`config.mk`:
```
export PLATFORM = sky130hd
export DESIGN_NAME = cmac_engine
export DESIGN_NICKNAME = d
export VERILOG_FILES = /design/src/rtl/cmac_pkg.sv /design/src/rtl/cmac_seq.sv /design/src/rtl/cmac_mul.sv /design/src/rtl/cmac_acc.sv /design/src/rtl/cmac_engine.sv
export SDC_FILE = /design/constraint.sdc
export NUM_CORES = 1
export LEC_CHECK = 0
export BUFFER_PORTS_ARGS = -buffer_cell sky130_fd_sc_hd__buf_2
export CORE_MARGIN = 3
export CORE_UTILIZATION = 55
export DETAILED_ROUTE_END_ITERATION = 8
export PLACE_DENSITY = 0.82
export REMOVE_ABC_BUFFERS = 1
export SLEW_MARGIN = 40
export SYNTH_ARGS = -nofsm -noshare
export SYNTH_HDL_FRONTEND = slang
export SYNTH_HIERARCHICAL = 1
export SYNTH_SLANG_ARGS = --single-unit
```
`constraint.sdc`:
```
create_clock -name clk -period 22.9 [get_ports clk]
set_clock_uncertainty 0.05 [all_clocks]
set_input_delay 3.435 -clock clk [delete_from_list [all_inputs] [get_ports clk]]
set_output_delay 3.435 -clock clk [all_outputs]
set_load 0.05 [all_outputs]
```
`src/rtl/cmac_pkg.sv`:
```
package cmac_pkg;
  localparam int DIG_W  = 16;
  localparam int ACC_W  = 50;
  localparam int MAX_DG = 16;

  function automatic int idx_bits(input int depth);
    return (depth < 2) ? 1 : $clog2(depth);
  endfunction
endpackage

```
`src/rtl/cmac_seq.sv`:
```
module cmac_seq #(
  parameter int MAXD = 16,
  localparam int IW = cmac_pkg::idx_bits(MAXD),
  localparam int CW = cmac_pkg::idx_bits(2 * MAXD),
  localparam int LW = $clog2(MAXD + 1)
) (
  input  logic          clk,
  input  logic          rst,
  input  logic          go,
  input  logic          sq_in,
  input  logic [LW-1:0] len_a,
  input  logic [LW-1:0] len_b,
  output logic [IW-1:0] a_addr,
  output logic [IW-1:0] b_addr,
  output logic          t_vld,
  output logic          t_last,
  output logic          t_fin,
  output logic          t_dbl,
  output logic [CW-1:0] t_col
);
  typedef logic [CW-1:0] col_t;

  logic          running;
  logic          sq;
  logic [LW-1:0] la, lb;
  col_t          k, i;
  col_t          lbe, kmax, hi, j, knext, lo_next;
  logic          col_end, op_end;

  // Effective B length: squaring pairs A with itself
  always_comb begin
    lbe     = sq ? col_t'(la) : col_t'(lb);
    kmax    = col_t'(la) + lbe - col_t'(2);
    j       = k - i;
    if (sq) hi = k >> 1;
    else    hi = (k < col_t'(la)) ? k : col_t'(la) - col_t'(1);
    knext   = k + col_t'(1);
    lo_next = (knext >= lbe) ? knext - lbe + col_t'(1) : '0;
    col_end = (i == hi);
    op_end  = col_end && (k == kmax);
  end

  always_ff @(posedge clk) begin
    if (rst) begin
      running <= 1'b0;
      sq      <= 1'b0;
      la      <= '0;
      lb      <= '0;
      k       <= '0;
      i       <= '0;
      a_addr  <= '0;
      b_addr  <= '0;
      t_vld   <= 1'b0;
      t_last  <= 1'b0;
      t_fin   <= 1'b0;
      t_dbl   <= 1'b0;
      t_col   <= '0;
    end else begin
      t_vld  <= 1'b0;
      t_last <= 1'b0;
      t_fin  <= 1'b0;
      if (!running) begin
        if (go) begin
          running <= 1'b1;
          sq      <= sq_in;
          la      <= len_a;
          lb      <= len_b;
          k       <= '0;
          i       <= '0;
        end
      end else begin
        t_vld  <= 1'b1;
        a_addr <= IW'(i);
        b_addr <= IW'(j);
        t_dbl  <= sq && (i != j);
        t_col  <= k;
        t_last <= col_end;
        t_fin  <= op_end;
        if (col_end) begin
          if (op_end) begin
            running <= 1'b0;
          end else begin
            k <= knext;
            i <= lo_next;
          end
        end else begin
          i <= i + col_t'(1);
        end
      end
    end
  end
endmodule

```
`src/rtl/cmac_mul.sv`:
```
module cmac_mul #(
  parameter int DW = 16,
  localparam int PW = 2 * DW + 1
) (
  input  logic [DW-1:0] x,
  input  logic [DW-1:0] y,
  input  logic          dbl,
  output logic [PW-1:0] p
);
  logic [2*DW-1:0] raw;

  always_comb begin
    raw = x * y;
    p   = dbl ? {raw, 1'b0} : {1'b0, raw};
  end
endmodule

```
`src/rtl/cmac_acc.sv`:
```
module cmac_acc #(
  parameter int DW = 16,
  parameter int AW = 50,
  parameter int CW = 5,
  localparam int PW = 2 * DW + 1
) (
  input  logic          clk,
  input  logic          rst,
  input  logic          clr,
  input  logic          vld,
  input  logic          last,
  input  logic          fin,
  input  logic [CW-1:0] col,
  input  logic [PW-1:0] ext,
  output logic          r_we,
  output logic [CW-1:0] r_addr,
  output logic [DW-1:0] r_wdata,
  output logic          ending,
  output logic          done
);
  logic [AW-1:0] acc, sum;
  logic          pend;
  logic [CW-1:0] top;

  assign sum = acc + AW'(ext);

  always_ff @(posedge clk) begin
    if (rst) begin
      acc     <= '0;
      r_we    <= 1'b0;
      r_addr  <= '0;
      r_wdata <= '0;
      pend    <= 1'b0;
      top     <= '0;
      ending  <= 1'b0;
      done    <= 1'b0;
    end else begin
      r_we   <= 1'b0;
      done   <= ending;
      ending <= 1'b0;
      if (clr) acc <= '0;
      if (vld) begin
        if (last) begin
          r_we    <= 1'b1;
          r_addr  <= col;
          r_wdata <= sum[DW-1:0];
          acc     <= sum >> DW;
        end else begin
          acc <= sum;
        end
        if (fin) begin
          pend <= 1'b1;
          top  <= col + CW'(1);
        end
      end
      if (pend) begin
        r_we    <= 1'b1;
        r_addr  <= top;
        r_wdata <= acc[DW-1:0];
        acc     <= '0;
        pend    <= 1'b0;
        ending  <= 1'b1;
      end
    end
  end
endmodule

```
`src/rtl/cmac_engine.sv`:
```
module cmac_engine #(
  parameter int MAXD = cmac_pkg::MAX_DG,
  parameter int DW   = cmac_pkg::DIG_W,
  parameter int AW   = cmac_pkg::ACC_W,
  localparam int IW = cmac_pkg::idx_bits(MAXD),
  localparam int CW = cmac_pkg::idx_bits(2 * MAXD),
  localparam int LW = $clog2(MAXD + 1)
) (
  input  logic          clk,
  input  logic          rst,
  input  logic          start,
  input  logic          square,
  input  logic [LW-1:0] len_a,
  input  logic [LW-1:0] len_b,
  output logic [IW-1:0] a_addr,
  input  logic [DW-1:0] a_rdata,
  output logic [IW-1:0] b_addr,
  input  logic [DW-1:0] b_rdata,
  output logic          r_we,
  output logic [CW-1:0] r_addr,
  output logic [DW-1:0] r_wdata,
  output logic          busy,
  output logic          done
);
  localparam int PW = 2 * DW + 1;

  logic          go;
  logic          s1_vld, s1_last, s1_fin, s1_dbl;
  logic [CW-1:0] s1_col;
  logic          s2_vld, s2_last, s2_fin, s2_dbl;
  logic [CW-1:0] s2_col;
  logic [PW-1:0] prod;
  logic          ending;

  assign go = start && !busy;

  cmac_seq #(.MAXD(MAXD)) u_seq (
    .clk(clk), .rst(rst), .go(go), .sq_in(square),
    .len_a(len_a), .len_b(len_b),
    .a_addr(a_addr), .b_addr(b_addr),
    .t_vld(s1_vld), .t_last(s1_last), .t_fin(s1_fin),
    .t_dbl(s1_dbl), .t_col(s1_col)
  );

  // Tags follow the read addresses through the bank latency
  always_ff @(posedge clk) begin
    if (rst) begin
      s2_vld  <= 1'b0;
      s2_last <= 1'b0;
      s2_fin  <= 1'b0;
      s2_dbl  <= 1'b0;
      s2_col  <= '0;
    end else begin
      s2_vld  <= s1_vld;
      s2_last <= s1_last;
      s2_fin  <= s1_fin;
      s2_dbl  <= s1_dbl;
      s2_col  <= s1_col;
    end
  end

  cmac_mul #(.DW(DW)) u_mul (
    .x(a_rdata), .y(b_rdata), .dbl(s2_dbl), .p(prod)
  );

  cmac_acc #(.DW(DW), .AW(AW), .CW(CW)) u_acc (
    .clk(clk), .rst(rst), .clr(go),
    .vld(s2_vld), .last(s2_last), .fin(s2_fin), .col(s2_col),
    .ext(prod),
    .r_we(r_we), .r_addr(r_addr), .r_wdata(r_wdata),
    .ending(ending), .done(done)
  );

  always_ff @(posedge clk) begin
    if (rst)         busy <= 1'b0;
    else if (go)     busy <= 1'b1;
    else if (ending) busy <= 1'b0;
  end
endmodule

```
* Yosys cells after proc, flatten, opt, wreduce, memory -nomap -nowiden
Index checks and enable logic that the tools add are counted.
** Word-level totals
- Register bits after elaboration :: 129
- Word-level logic and storage cells :: 98
** Operators by class
- Equality and inequality tests :: 6
- Muxes and demuxes :: 33
- Magnitude comparators :: 2
- Bitwise logic cells :: 2
- Add/sub/neg operators :: 10
- $mul :: 1
- Reductions and logical operators :: 17
** Operator list (number)
- $mux 50 :: 3
- $mux 5 :: 14
- $add 50x33->50 :: 1
- $mux 16 :: 3
- $mux 33 :: 1
- $mul 16x16->32 :: 1
- $add 5x1->5 const B :: 4
- $mux 1 :: 12
- $eq 5x5->1 :: 2
- $reduce_bool 2->1 :: 5
- $sub 5x5->5 :: 2
- $reduce_and 2->1 :: 4
- $add 5x5->5 :: 1
- $ge 5x5->1 :: 1
- $lt 5x5->1 :: 1
- $ne 5x5->1 :: 1
- $sub 5x1->5 const B :: 1
- $sub 5x2->5 const B :: 1
- $ne 2x2->1 const B :: 2
- $reduce_or 2->1 :: 2
- $logic_and 1x1->1 :: 3
- $ne 3x3->1 const B :: 1
- $reduce_and 3->1 :: 1
- $reduce_or 3->1 :: 1
- other kinds (2) :: 3

* Depth between registers and ports, before layout
Gate-level depths: netlist of the first run.
- Depth after elaboration :: 8
- Depth in mapped cells :: 33
- Depth with buffers taken out :: 30

* Hierarchy
Netlist of the first run, hierarchy kept.
** Modules (own cells, without submodules)
- cmac_mul :: instances 1, cells each 1070, area an instance 9012.4 um^2
- cmac_acc :: instances 1, cells each 769, area an instance 5890.6 um^2
- cmac_seq :: instances 1, cells each 321, area an instance 2728.9 um^2
- cmac_engine :: instances 1, cells each 22, area an instance 281.5 um^2

* Least setup slack after synthesis of the first run
Ideal clock, no wire load.
- Path type :: input -> register
- Start :: in b_rdata[9]
- End :: reg u_acc.acc[33]
- Buffers on the path :: 2
- Slack :: 11959 ps
- Setup time :: 132 ps
- Stages on the path :: 31
- Data arrival time :: 10758 ps
- Required time :: 22718 ps
- Cells stage by stage :: clkbuf_1 -> nand2_1 -> fa_1 -> inv_1 -> fa_1 -> inv_1 -> fa_1 -> inv_1 -> fa_1 -> fa_1 -> inv_1 -> fa_1 -> inv_1 -> ha_1 -> nand4_1 -> a2111oi_2 -> a21oi_1 -> a21oi_2 -> o21ai_1 -> a211o_1 -> o211ai_1 -> ha_1 -> buf_2 -> and3_1 -> and2_1 -> and3_1 -> a221oi_2 -> nand2_1 -> a41oi_1 -> or3_1 -> o211ai_1
** Between the ends
- Cells in the longest elaborated chain, start to end :: 5
** RTL lines
- from (decl) :: line cmac_engine.sv:18 : input logic [DW-1:0] b_rdata,
- $mul 16x16->32 :: line cmac_mul.sv:13 : raw = x * y;
- $mux 33 :: line cmac_mul.sv:14 : p = dbl ? {raw, 1'b0} : {1'b0, raw};
- via prod[26] :: line cmac_engine.sv:32 : logic [PW-1:0] prod;
- $add 50x33->50 :: line cmac_acc.sv:25 : assign sum = acc + AW'(ext);
- $mux 50 :: line cmac_acc.sv:43 : if (last) begin
- $mux 50 :: line cmac_acc.sv:42 : if (vld) begin
- to (signal assigned) :: line cmac_acc.sv:47 : acc <= sum >> DW;
- to (signal assigned) :: line cmac_acc.sv:49 : acc <= sum;
- to (decl) :: line cmac_acc.sv:21 : logic [AW-1:0] acc, sum;
The timed path passes the listed nets, and every way through them passes these cells.
A chain may end at the register's enable or synchronous reset.

* Worst setup path in the final report of the first run
- Start :: in b_rdata[10]
- End :: reg u_acc.acc[32]
The elaborated chain is that of the path after synthesis.

==> results by group, run 1 <==
Setup path
  – RR Startpoint: s2_dbl$_SDFF_PP0_
  – Top cell by count, worst path: fa_1
  – Crit end category: flop
  – Crit-path max cell delay: approximately 0.59 ns
  – Slowest CP cell: or4_1
  – Worst reg2reg path depth: 14
  – CP Class: in2reg
  – Critical path launch point type: input pin
  – Largest delay share family, worst path: adder cells
  – Buffers & Inverters on Critical Path: 5
  – Crit path required time: around 23 ns
  – Worst path arrival time: 11.77 ns
  – CP Max Fanout: 16
  – RR Endpoint: u_acc/acc[32]$_SDFFE_PP0P_
  – R2R Setup Slk: 18.58 ns

Floorplanning
  – Die ar.: 34770 µm²
  – Rows: 65
  – Initial Util: 56.33%
  – I/O pin count: 78
  – Die Wd: 186.5 µm
  – Placeable Area: 31800 µm²
  – Die H: 186.5 µm

Place
  – GPL Wtd Cong: about 0.95
  – HPWL Detailed: between 30000 and 40000 µm
  – Setup WS pre-CTS: 11.04 ns
  – Port Buffers: 77
  – Placed Cells: around 2600

GRT
  – Largest net degree at the start of global routing: 77
  – Gr usage total: a little over a quarter
  – Vias in the first global route: 16090
  – First-pass GRT wire length: 79230 µm
  – Initial antenna violation count: 0
  – GR Overflow Total: 0

Synthesis
  – Post-synth top area share: 22.24%
  – Yosys top cell by area: fa_1
  – Count leader, synth: nand2_1
  – Post-synth cell types: 91
  – Post-synth EDFFs: 0
  – Mapped Cells: approximately 2200
  – Dominant cells by area after synthesis: fa_1 (22%), dfxtp_1 (14%), ha_1 (12%)
  – Flops & latches, synth: approximately 130
  – Post-synthesis sequential area ratio: about 14%
  – Top cells by count, synth: nand2_1 (299), inv_1 (291), fa_1 (199)
  – Main synth FF type: dfxtp_1
  – Fraction of registers with async set/reset: 0%
  – Post-synthesis average cell area: 8.210 µm²
  – Mapped cell area: about 18000 µm²
  – Yosys warnings: 6

STA
  – Worst rel slew slack: 44.36%
  – Sum Neg Setup Slack: 0 ns
  – Worst setup margin: 11.38 ns
  – Final period util: 50.32%
  – Actual slew at the worst max-slew pin: slightly above 0.8 ns
  – Final number of max-transition violations: 0
  – Final hold vios: 0
  – Fmax: ~87 MHz
  – Final setup vio count: 0
  – RSZ-0062 raised after global routing: false
  – Minimum clock period: 11.52 ns

Drt
  – Residual DRC: 0
  – Via density: 5.946
  – Final ANT Viol Nets: 0
  – Via Count: 15660
  – DR iter-0 viols: ~1400
  – Final wirelength: 47640 µm
  – WL per Instance: 18.09 µm
  – Drt pass-1 iters: 6

CTS
  – Cells resized by post-CTS repair: 0
  – CTS tree: built
  – H-tree depth: 4
  – Post-CTS setup buffers: 0
  – Max clock buf depth: 2
  – Hold buffer count at CTS: 0
  – Clock sinks: 129
  – Clock latency on the worst-skew pair: 0.43 ns
  – CTS buffer count: 17
  – Clock transition at the registers of the reported paths: 0.06 ns
  – CTS root buf: clkbuf_16

Layout
  – Final cell count without fillers: 2634
  – Antenna Diode Count: 0
  – Fin util: 60.11%
  – Fillers: between 2000 and 3000
  – Area grow syn2layout: 6.705%
  – Nets: 2597
  – Share of cells above drive strength 1: 8.095%

Run status
  – Status: completed

Min path
  – Hold Startpoint: u_seq/t_last$_SDFF_PP0_
  – Worst min path class: reg2reg
  – Hold EP: s2_last$_SDFF_PP0_
  – Cells on Worst Hold Path: 1

Flow run
  – Max-cap violations: 0
[metrics by stage]
step	hold slack (ns)	area, µm²
floorplan	0.3638	17510
global placement	0.3673	18510
finish	0.3861	19110
detailed placement	0.3739	18520
global route	0.4101	19110
CTS	0.3902	19110
[state kept, by name (all words and copies together) (netlist names), 4 cells and up]
name	cells
u_seq/a_addr	4
u_seq/lb	5
u_seq/b_addr	4
u_acc/r_addr	5
u_seq/i	5
u_acc/top	5
u_seq/k	5
u_acc/acc	50
s2_col	5
u_seq/la	5
u_seq/t_col	5
u_acc/r_wdata	16
[cell usage in the layout (no fill, tap or decap), drive strengths merged, types with 29 or more instances in the layout]
master | Yosys | layout
ha | 166 | 166
and2 | 127 | 127
inv | 291 | 299
fa | 199 | 199
a21oi | 150 | 150
nor2 | 118 | 118
xnor2 | 55 | 55
nand2 | 299 | 299
o21ai | 81 | 81
buf | 19 | 87
nand3 | 29 | 29
dfxtp | 129 | 129
a21o | 36 | 36
mux2i | 41 | 41
xor2 | 32 | 32
[cells by family after synthesis]
group,share of synthesized area [%]
compound gates,16.30
xor+xnor,4.379
fa+ha+maj,33.83
buf+inv,8.361
flops,14.42
mux,3.443
simple gates,19.27
[worst reg2reg max path, cell delays in order, from the launching register on]
cell	delay (ns)
dfxtp_1	0.31
buf_4	0.25
inv_1	0.41
and3_1	0.31
ha_1	0.26
inv_1	0.07
fa_1	0.41
nand2b_1	0.19
a21oi_1	0.24
o21bai_1	0.18
o2111ai_2	0.31
nand2_1	0.24
o41ai_2	0.60
mux2i_1	0.28
a21oi_1	0.08
[worst max-delay path by stage]
stage / from / end / slack [ns] / cells after the start
after floorplan: b_rdata[10] / u_acc/acc[32]$_SDFFE_PP0P_ / 12.11 / 28
after global placement: b_rdata[9] / u_acc/acc[32]$_SDFFE_PP0P_ / 11.12 / 30
after detailed placement: b_rdata[10] / u_acc/acc[32]$_SDFFE_PP0P_ / 11.04 / 29
after CTS: b_rdata[9] / u_acc/acc[32]$_SDFFE_PP0P_ / 11.45 / 30
after global routing: b_rdata[9] / u_acc/acc[32]$_SDFFE_PP0P_ / 10.93 / 30
final: b_rdata[10] / u_acc/acc[32]$_SDFFE_PP0P_ / 11.38 / 28
[per-layer routing]
layer	global-route usage, %	part of all wire (%)	wire length (µm)	up-vias
met2	47.02	49	23160	670
met5	0	0	0	-
li1	-	-	-	7287
met3	4.095	7.0	3331	133
met4	9.247	3.0	1411	0
met1	35.09	41	19740	7573
[cell type report]
type,instances,area [µm²],area share [%]
multi-input combinational,1660,13840,72.40
sequential,129,2582,13.51
inverter,291,1092,5.714
tap,435,544.3,2.847
timing repair buffer,87,460.4,2.409
clock buffer,17,425.4,2.226
clock inverter,15,171.4,0.8968
Power of run 1 is not shown: default switching activity piles up to over one toggle a cycle in this logic, so the estimate is an artifact.
==> inputs of run 2 (changes only) <==
==> constraint.sdc (replaced) <==
create_clock -name clk -period 10.9 [get_ports clk]
set_clock_uncertainty 0.05 [all_clocks]
set_input_delay 1.635 -clock clk [delete_from_list [all_inputs] [get_ports clk]]
set_output_delay 1.635 -clock clk [all_outputs]
set_load 0.05 [all_outputs]
==> run 2 against run 1 <==
  * Non-clock buffer count grew 1
  * Die area is the same
  * Wire length is essentially flat
  * Register-to-register slack lost 12 ns
  * Core utilization is essentially flat
  * First-iteration DRC count shrank 10%
  * Count of clock-buffer cells in the layout is the same
  * Sequential cell count is the same
  * Worst hold slack lost 0.0021 ns
  * Setup slack lost 10 ns
  * Critical path depth is the same
==> results by group, run 2 (same netlist as run 1, synthesis figures left out) <==
Setup path
  – RR Endpoint: u_acc/acc[32]$_SDFFE_PP0P_
  – RR Startpoint: s2_dbl$_SDFF_PP0_
  – Buffers & Inverters on Critical Path: 5 (unchanged)
  – Largest delay share family, worst path: adder cells
  – CP Class: in2reg
  – Slowest CP cell: or4_1
  – Top cell by count, worst path: fa_1
  – Critical Path Stages: 28 (unchanged)
  – Critical path launch point type: input pin
  – Worst reg2reg path depth: 14 (unchanged)
  – Crit path required time: 11.13 ns (-12.02 ns)
  – CP Max Fanout: 16 (unchanged)
  – Worst path arrival time: 9.98 ns (-1.79 ns)
  – Crit-path max cell delay: 0.59 ns (about the same)
  – Crit end category: flop
  – R2R Setup Slk: 6.59 ns (-11.99 ns)

GRT
  – Met1 Use GR: 35.16% (+0.065 points)
  – Top Usage Layer GRT: met2
  – Met2 GRT Util: 46.86% (-0.16 points)
  – Largest net degree at the start of global routing: 77 (unchanged)
  – Gr usage total: 27.37% (+0.15 points)
  – M3 GR Usage: 4.227% (+0.13 points)
  – GR Overflow Total: 0 (unchanged)
  – Initial antenna violation count: 0 (unchanged)
  – Vias in the first global route: 16340 (+1.6%)
  – First-pass GRT wire length: 79780 µm (+0.69%)

CTS
  – Cells resized by post-CTS repair: 0 (unchanged)
  – H-tree depth: 4 (unchanged)
  – CTS buffer count: 17 (unchanged)
  – Clock sinks: 129 (unchanged)
  – Max clock buf depth: 2 (unchanged)
  – Clock transition at the registers of the reported paths: 0.06 ns (about the same)
  – Clock latency on the worst-skew pair: 0.43 ns (about the same)
  – Hold buffer count at CTS: 0 (unchanged)
  – CTS tree: built
  – Post-CTS setup buffers: 0 (unchanged)
  – CTS root buf: clkbuf_16

Layout
  – Antenna Diode Count: 0 (unchanged)
  – Most frequent cells in the layout: nand2_1 (299), inv_1 (291), fa_1 (199), ha_1 (166), a21oi_1 (148)
  – Commonest non-fill, non-tap cell in the layout: nand2_1
  – Share of cells above drive strength 1: 8.182% (+0.087 points)
  – Area grow syn2layout: 6.698% (about the same)
  – Nets: 2598 (+0.039%)
  – Largest register by flop count: u_acc/acc
  – Top flop regs: u_acc/acc: 50 flops, u_acc/r_wdata: 16 flops
  – Max reg flops: 50 (unchanged)

STA
  – Sum Neg Setup Slack: 0 ns (unchanged)
  – Final number of max-transition violations: 0 (unchanged)
  – Worst rel slew slack: 46.62% (+2.3 points)
  – Actual slew at the worst max-slew pin: 0.7996 ns (-0.03193 ns)
  – Final period util: 89.39%
  – Final setup vio count: 0 (unchanged)
  – Worst setup margin: 1.157 ns (-10.22 ns)
  – Minimum clock period: 9.743 ns
  – Final hold vios: 0 (unchanged)
  – Fmax: 102.6 MHz
  – Hold Slack: 0.3840 ns (-0.002071 ns)
  – RSZ-0062 raised after global routing: false

Place
  – Setup WS pre-CTS: 0.8264 ns (-10.21 ns)
  – HPWL Detailed: 36810 µm (-0.25%)
  – GPL Wtd Cong: 0.9361 (-1.3%)
  – Port Buffers: 77 (unchanged)

Floorplanning
  – Die ar.: 34770 µm² (unchanged)
  – Die Wd: 186.5 µm (unchanged)
  – Placeable Area: 31800 µm² (unchanged)
  – Initial Util: 56.33% (unchanged)
  – Rows: 65 (unchanged)
  – I/O pin count: 78 (unchanged)
  – Die H: 186.5 µm (unchanged)

Drt
  – Via density: 6.005 (+0.98%)
  – Drt pass-1 iters: 7 (+1)
  – DR iter-0 viols: 1287 (-10%)
  – WL per Instance: 18.08 µm (about the same)
  – Residual DRC: 0 (unchanged)
  – Via Count: 15820 (+1.0%)
  – Final ANT Viol Nets: 0 (unchanged)
  – Final wirelength: 47650 µm (about the same)

Min path
  – Worst min path class: reg2reg
  – Hold Startpoint: u_seq/t_last$_SDFF_PP0_
  – Cells on Worst Hold Path: 1 (unchanged)
  – Hold EP: s2_last$_SDFF_PP0_

Run status
  – Status: completed

Flow run
  – Max-cap violations: 0 (unchanged)
-- run 2: cell count changes in the layout (fill, tap and decap cells not counted), moves of 2 or more --
| cell | previous run | this run |
|---|---|---|
| clkinvlp_4 | 3 | 1 |
| bufinv_16 | 2 | 0 |
| clkinv_8 | 0 | 2 |
| inv_6 | 6 | 4 |
| inv_8 | 2 | 6 |
-- run 2: through the flow --
step / area (µm²) / util [%] / instances
4_1_cts: 19110 / 60.09 / 2635
3_3_place_gp: 18520 / 58.24 / 2603
5_1_grt: 19110 / 60.11 / 2635
2_1_floorplan: 17510 / - / 2080
3_5_place_dp: 18520 / 58.25 / 2603
6_report: 19110 / 60.11 / 2635
-- run 2: area by class of cell --
class,count,area [µm²]
clock inverters,15,160.2
multi-input cells,1660,13840
fillers,2742,12690
inverters,291,1092
repair buffers,88,467.9
well taps,435,544.3
flip-flops and latches,129,2582
clock buffers,17,425.4
-- run 2: layer usage --
layer | vias to the layer above | part of all wire, %
li1 | 7285 | -
met1 | 7673 | 41
met2 | 723 | 48
met3 | 142 | 7.0
met4 | 0 | 3.4
met5 | - | 0
-- run 2: worst max path at each step --
stage	from	to	slack, ns
3_5_place_dp	b_rdata[9]	u_acc/acc[32]$_SDFFE_PP0P_	0.83
3_3_place_gp	a_rdata[5]	u_acc/acc[32]$_SDFFE_PP0P_	0.94
6_report	b_rdata[10]	u_acc/acc[32]$_SDFFE_PP0P_	1.16
2_1_floorplan	b_rdata[10]	u_acc/acc[32]$_SDFFE_PP0P_	1.91
5_1_grt	b_rdata[9]	u_acc/acc[32]$_SDFFE_PP0P_	0.68
4_1_cts	b_rdata[9]	u_acc/acc[32]$_SDFFE_PP0P_	1.27
Power of run 2 is left out for the same reason.
